`src/rtl/pcs_pkg.sv`:
```
package pcs_pkg;
  typedef enum logic [3:0] {
    CTL_SEQ    = 4'd0,
    CTL_SKIP   = 4'd1,
    CTL_PCWR   = 4'd2,
    CTL_SJMP   = 4'd3,
    CTL_SCALL  = 4'd4,
    CTL_LJMP   = 4'd5,
    CTL_LCALL  = 4'd6,
    CTL_RET    = 4'd7,
    CTL_RETLIT = 4'd8
  } pc_ctl_e;

  typedef enum logic [2:0] {
    SRC_INC, SRC_ALU, SRC_SJMP, SRC_SCALL, SRC_FULL, SRC_STACK
  } pc_src_e;
endpackage

```
`src/rtl/pcs_ctl_dec.sv`:
```
module pcs_ctl_dec
  import pcs_pkg::*;
(
  input  logic [3:0] ctl_i,
  input  logic       flush_i,
  input  logic       skip_cond_i,
  output pc_src_e    src_o,
  output logic       push_o,
  output logic       pop_o,
  output logic       flush_set_o,
  output logic       lit_we_o
);
  always_comb begin
    src_o       = SRC_INC;
    push_o      = 1'b0;
    pop_o       = 1'b0;
    flush_set_o = 1'b0;
    lit_we_o    = 1'b0;
    if (!flush_i) begin
      case (ctl_i)
        CTL_SKIP:   flush_set_o = skip_cond_i;
        CTL_PCWR:   src_o = SRC_ALU;
        CTL_SJMP:   src_o = SRC_SJMP;
        CTL_SCALL:  begin src_o = SRC_SCALL; push_o = 1'b1; end
        CTL_LJMP:   src_o = SRC_FULL;
        CTL_LCALL:  begin src_o = SRC_FULL;  push_o = 1'b1; end
        CTL_RET:    begin src_o = SRC_STACK; pop_o  = 1'b1; end
        CTL_RETLIT: begin src_o = SRC_STACK; pop_o  = 1'b1; lit_we_o = 1'b1; end
        default:    src_o = SRC_INC;
      endcase
    end
  end
endmodule

```
`src/rtl/pcs_next_addr.sv`:
```
module pcs_next_addr
  import pcs_pkg::*;
#(
  parameter int PC_W   = 10,
  parameter int DATA_W = 8
) (
  input  pc_src_e           src_i,
  input  logic [PC_W-1:0]   pc_i,
  input  logic [PC_W-1:0]   addr_i,
  input  logic [DATA_W-1:0] alu_i,
  input  logic              page_i,
  input  logic [PC_W-1:0]   stk_top_i,
  output logic [PC_W-1:0]   inc_o,
  output logic [PC_W-1:0]   nxt_o
);
  localparam int HI_W = PC_W - DATA_W; // top bit + page bit

  assign inc_o = pc_i + PC_W'(1);

  always_comb begin
    case (src_i)
      SRC_ALU:   nxt_o = {1'b0, page_i, alu_i};
      SRC_SJMP:  nxt_o = {addr_i[PC_W-1], page_i, addr_i[DATA_W-1:0]};
      SRC_SCALL: nxt_o = {1'b0, page_i, addr_i[DATA_W-1:0]};
      SRC_FULL:  nxt_o = addr_i;
      SRC_STACK: nxt_o = stk_top_i;
      default:   nxt_o = inc_o;
    endcase
  end

  initial begin
    if (HI_W != 2) $error("pcs_next_addr: PC_W must equal DATA_W + 2");
  end
endmodule

```
`src/rtl/pcs_ret_stack.sv`:
```
module pcs_ret_stack #(
  parameter int W     = 10,
  parameter int DEPTH = 2
) (
  input  logic         clk_i,
  input  logic         rst_ni,
  input  logic         push_i,
  input  logic         pop_i,
  input  logic [W-1:0] din_i,
  output logic [W-1:0] top_o
);
  logic [W-1:0] ent_q [DEPTH];

  for (genvar i = 0; i < DEPTH; i++) begin : g_ent
    logic [W-1:0] shin; // value from the entry above on push
    logic [W-1:0] upin; // value from the entry below on pop
    if (i == 0) begin : g_first
      assign shin = din_i;
    end else begin : g_rest
      assign shin = ent_q[i-1];
    end
    if (i == DEPTH-1) begin : g_last
      assign upin = ent_q[i]; // bottom entry sticks on pop
    end else begin : g_mid
      assign upin = ent_q[i+1];
    end

    always_ff @(posedge clk_i or negedge rst_ni) begin
      if (!rst_ni)     ent_q[i] <= '0;
      else if (push_i) ent_q[i] <= shin;
      else if (pop_i)  ent_q[i] <= upin;
    end
  end

  assign top_o = ent_q[0];
endmodule

```
`src/rtl/prog_ctr_stack.sv`:
```
module prog_ctr_stack
  import pcs_pkg::*;
#(
  parameter int PC_W    = 10,
  parameter int DATA_W  = 8,
  parameter int STK_DEP = 2
) (
  input  logic              clk_i,
  input  logic              rst_ni,
  input  logic [3:0]        ctl_i,
  input  logic [PC_W-1:0]   addr_i,
  input  logic [DATA_W-1:0] alu_i,
  input  logic              page_i,
  input  logic              skip_cond_i,
  output logic [PC_W-1:0]   pc_o,
  output logic              flush_o,
  output logic [DATA_W-1:0] lit_o,
  output logic              lit_we_o
);
  logic [PC_W-1:0] pc_q, pc_nxt, pc_inc, stk_top;
  logic            flush_q, flush_set, push, pop;
  pc_src_e         src;

  pcs_ctl_dec u_dec (
    .ctl_i       (ctl_i),
    .flush_i     (flush_q),
    .skip_cond_i (skip_cond_i),
    .src_o       (src),
    .push_o      (push),
    .pop_o       (pop),
    .flush_set_o (flush_set),
    .lit_we_o    (lit_we_o)
  );

  pcs_next_addr #(.PC_W(PC_W), .DATA_W(DATA_W)) u_nxt (
    .src_i     (src),
    .pc_i      (pc_q),
    .addr_i    (addr_i),
    .alu_i     (alu_i),
    .page_i    (page_i),
    .stk_top_i (stk_top),
    .inc_o     (pc_inc),
    .nxt_o     (pc_nxt)
  );

  pcs_ret_stack #(.W(PC_W), .DEPTH(STK_DEP)) u_stk (
    .clk_i  (clk_i),
    .rst_ni (rst_ni),
    .push_i (push),
    .pop_i  (pop),
    .din_i  (pc_inc),
    .top_o  (stk_top)
  );

  always_ff @(posedge clk_i or negedge rst_ni) begin
    if (!rst_ni) begin
      pc_q    <= '0;
      flush_q <= 1'b0;
    end else begin
      pc_q    <= pc_nxt;
      flush_q <= flush_set;
    end
  end

  assign pc_o    = pc_q;
  assign flush_o = flush_q;
  assign lit_o   = addr_i[DATA_W-1:0];
endmodule

```
`config.mk`:
```
export PLATFORM = sky130hd
export DESIGN_NAME = prog_ctr_stack
export DESIGN_NICKNAME = d
export VERILOG_FILES = /design/src/rtl/pcs_pkg.sv /design/src/rtl/pcs_ctl_dec.sv /design/src/rtl/pcs_next_addr.sv /design/src/rtl/pcs_ret_stack.sv /design/src/rtl/prog_ctr_stack.sv
export SDC_FILE = /design/constraint.sdc
export NUM_CORES = 1
export LEC_CHECK = 0
export CAP_MARGIN = 20
export CORE_ASPECT_RATIO = 0.8
export CORE_MARGIN = 3
export CORE_UTILIZATION = 40
export DETAILED_ROUTE_END_ITERATION = 8
export DONT_BUFFER_PORTS = 1
export HOLD_SLACK_MARGIN = 0.08
export PLACE_DENSITY = 0.66
export SYNTH_ARGS = -nofsm -noshare
export SYNTH_HDL_FRONTEND = slang
export SYNTH_SLANG_ARGS = --single-unit
```
`constraint.sdc`:
```
create_clock -name clk_i -period 3.4 [get_ports clk_i]
set_input_delay 0.17 -clock clk_i [delete_from_list [all_inputs] [get_ports clk_i]]
set_output_delay 0.17 -clock clk_i [all_outputs]
set_load 0.05 [all_outputs]
```
==> flow_metrics.tcl <==
set metrics [dict create \
    rsz0062_at_grt "no" \
    worst_slew_pin_slew_ns 0.8732 \
    grt_max_degree 32 \
    viasPerCell 5.868 \
    ioPinCount 46 \
    syn_area_um2 1713 \
    met1_usage 0.1932 \
    synth_top_area_cell "dfrtp_1" \
    nFillCells 405 \
    vias 1244 \
    initial_core_util 0.4332 \
    hp-class "input pin to flip-flop" \
    period_share 0.6280 \
    path_clk_slew_ns 0.07 \
    grt_use_total 0.1655 \
    skew_ns 0.007014 \
    synth.top_cell.area_share 0.4529 \
    gr-max-usage-layer "met2" \
    ys.warnings.count 0 \
    place_congestion 0.7850 \
    ys_seq_area_frac 0.4529 \
    maxCapViolCount 0 \
    ff_latch_area_um2 775.7 \
    clk_latency_ns 0.28 \
    slew_headroom 0.4157 \
    multi_input_area_um2 827.0 \
    ys_types 36 \
    ir_drop_mv 0.2700 \
    drc_errors 0 \
    drt-total-wl_mm 3.872 \
    cts_sinks 31 \
    hpwl_mm 2.681 \
    firstDrtPassIters 4 \
    drive_gt1_frac 0.08280 \
    crit_family "compound AO/OA/AOI/OAI gates" \
    cts_tree "done" \
    cp_cell_sequence "or2_1 > a21oi_1 > a221oi_1 > a22oi_1" \
    setup-tns-final_ns 0 \
    cp.arrival_ns 2.33 \
    setup_viol 0 \
    postRouteAntennaNets 0 \
    hold_slack_ns 0.1210 \
    fp.coreArea_um2 3954 \
    grt_pass1_vias 1312 \
    syn_nets 187 \
    outcome "finished clean" \
    diodes 0 \
    antenna_found_initial 0 \
    cp_num_buf_inv 0 \
    synth.area.top_cells "dfrtp_1, mux2_1, a21oi_1" \
    worstSetupEndpointType "flip-flop" \
    drt-initial-drc-count 51 \
    ctsRootBufferMaster "clkbuf_8" \
    synthCells 160 \
    grt_util_met3 0.06389 \
    port_buffers 0 \
    final_nets 183 \
    fmax_mhz 468.3 \
    numCtsBuffers 5 \
    rows 20 \
    avgSynthCellArea_um2 10.71 \
    power_per_cell_area_nw_per_um2 648.9 \
    detail_route.wl_per_cell_um 18.26 \
    die_width_um 79.16 \
    crit_path_start_kind "flip-flop" \
    fin_crit_ns 2.135 \
    htreeDepth 2 \
    critPathKind "flip-flop to flip-flop" \
    cts_max_path_buffers 2 \
    die-area_um2 5108 \
    p_leak_nw 0.7282 \
    hold_violations 0 \
    areaGrowthSynthToFinish_pct 6.282 \
    slowest_delay_ns 0.63 \
    post_cts_buffers 0 \
    die-height_um 64.53 \
    drv_slew 0 \
    cp.required_ns 3.59 \
    grt-ovfl-total 0 \
    grt_pass1_wl_mm 6.444 \
    critPathMaxFanout 8 \
    grtUsageMet2 0.2700 \
    ys_ff_latch 31 \
    slowest_stage "dfrtp_1" \
]
[worst paths after layout]
path | slack (ns) | cells after the start | end | startpoint
setup reg to reg | 1.26 | 4 | pc_o[6]$_DFF_PN0_ | flush_o$_DFF_PN0_
min in group asynchronous | 0.33 | 2 | u_stk.top_o[5]$_DFFE_PN0P_ | rst_ni
hold / removal | 0.12 | 2 | pc_o[1]$_DFF_PN0_ | alu_i[1]
hold reg to reg | 0.49 | 2 | u_stk.top_o[0]$_DFFE_PN0P_ | u_stk.g_ent[0].upin[0]$_DFFE_PN0P_
setup / recovery | 1.26 | 4 | pc_o[6]$_DFF_PN0_ | flush_o$_DFF_PN0_
max in group asynchronous | 2.89 | 2 | u_stk.g_ent[0].upin[0]$_DFFE_PN0P_ | rst_ni
[cells by family (layout without fill, tap and decap cells)]
logic type | count (synthesis) | count (layout) | share of synthesized area
AOI/OAI and AO/OA | 41 | 41 | 0.1753
xor gates and xnor gates | 9 | 9 | 0.04602
adders and majority gates | 1 | 1 | 0.007303
buffers and inverters | 17 | 14 | 0.06428
DFF | 31 | 31 | 0.4529
muxes | 16 | 16 | 0.1015
and+or+nand+nor | 45 | 45 | 0.1527
[Yosys cell counts (all sizes together)]
cell type  number
nor2            8
nand2b          1
and4            1
xnor2           3
a21o            1
nand4           3
nand3b          8
o21ai           1
o21bai          1
nor4b           1
nand2          15
nand4b          1
and3            2
nor4            1
a21bo           1
or4b            1
xor2            6
a311o           1
a21oi          15
a22oi           8
o221ai          1
a32oi           1
dfrtp          31
buf            14
ha              1
o211ai          5
mux2i           5
clkbuf          3
mux2           11
a221oi          6
nand3           2
or2             1
[timing repair]
action | CTS | global route
hold endpoints to repair | 33 | 0
resized for setup | 0 | 0
hold buffers | 5 | 0
[layout make-up]
type                       instances  share of cell area
clock inverter                     1            0.002749
timing repair buffer               6             0.03711
clock buffer                       7             0.04192
tap                               55             0.03780
multi-input combinational        112              0.4543
sequential                        31              0.4261
[metal layers]
| layer | up-vias | share of wire |
|---|---|---|
| li1 | 578 | - |
| met1 | 625 | 0.42 |
| met2 | 36 | 0.49 |
| met3 | 5 | 0.081 |
| met4 | 0 | 0.011 |
| met5 | - | 0 |
[power by group]
group / leakage, nW / switching, W / internal, W
sequential: 0.380 / 0.000192 / 0.000491
clock: 0.0422 / 0.000132 / 0.000143
combinational: 0.306 / 0.000106 / 0.000117
total: 0.728 / 0.000430 / 0.000751
[state kept, by name (all words and copies together), names as in the netlist]
name              flops
pc_o                 10
flush_o               1
u_stk.g_ent.upin     10
u_stk.top_o          10
[cell usage in the layout, fill, tap and decap left out, drive strengths merged, types with 2 or more instances in the layout]
| cell | count |
|---|---|
| mux2i | 5 |
| o211ai | 5 |
| a221oi | 6 |
| xor2 | 6 |
| buf | 2 |
| dlygate4sd3 | 4 |
| a21oi | 15 |
| nand4 | 3 |
| clkbuf | 7 |
| mux2 | 11 |
| and3 | 2 |
| a22oi | 8 |
| dfrtp | 31 |
| nand3b | 8 |
| nand3 | 2 |
| nand2 | 15 |
| xnor2 | 3 |
| nor2 | 8 |
[worst reg2reg max path: stages, from the launching register on]
cell and delay (ns):
dfrtp_1 0.63, or2_1 0.41, a21oi_1 0.59, a221oi_1 0.17, a22oi_1 0.24
[stage by stage]
stage                       util  std cells  total power (W)  instance area [um2]  worst slack [ns]
final                     0.4604        212         0.001181                 1821             1.265
after global routing      0.4604        212         0.001257                 1821             1.126
after detailed placement  0.4247        199        0.0009028                 1679             1.305
after global placement    0.4247        199        0.0008810                 1679             1.367
after floorplan                -        160        0.0008702                 1713             1.613
after CTS                 0.4604        212         0.001197                 1821             1.276
Note: power is estimated with default switching activity, not from simulation.
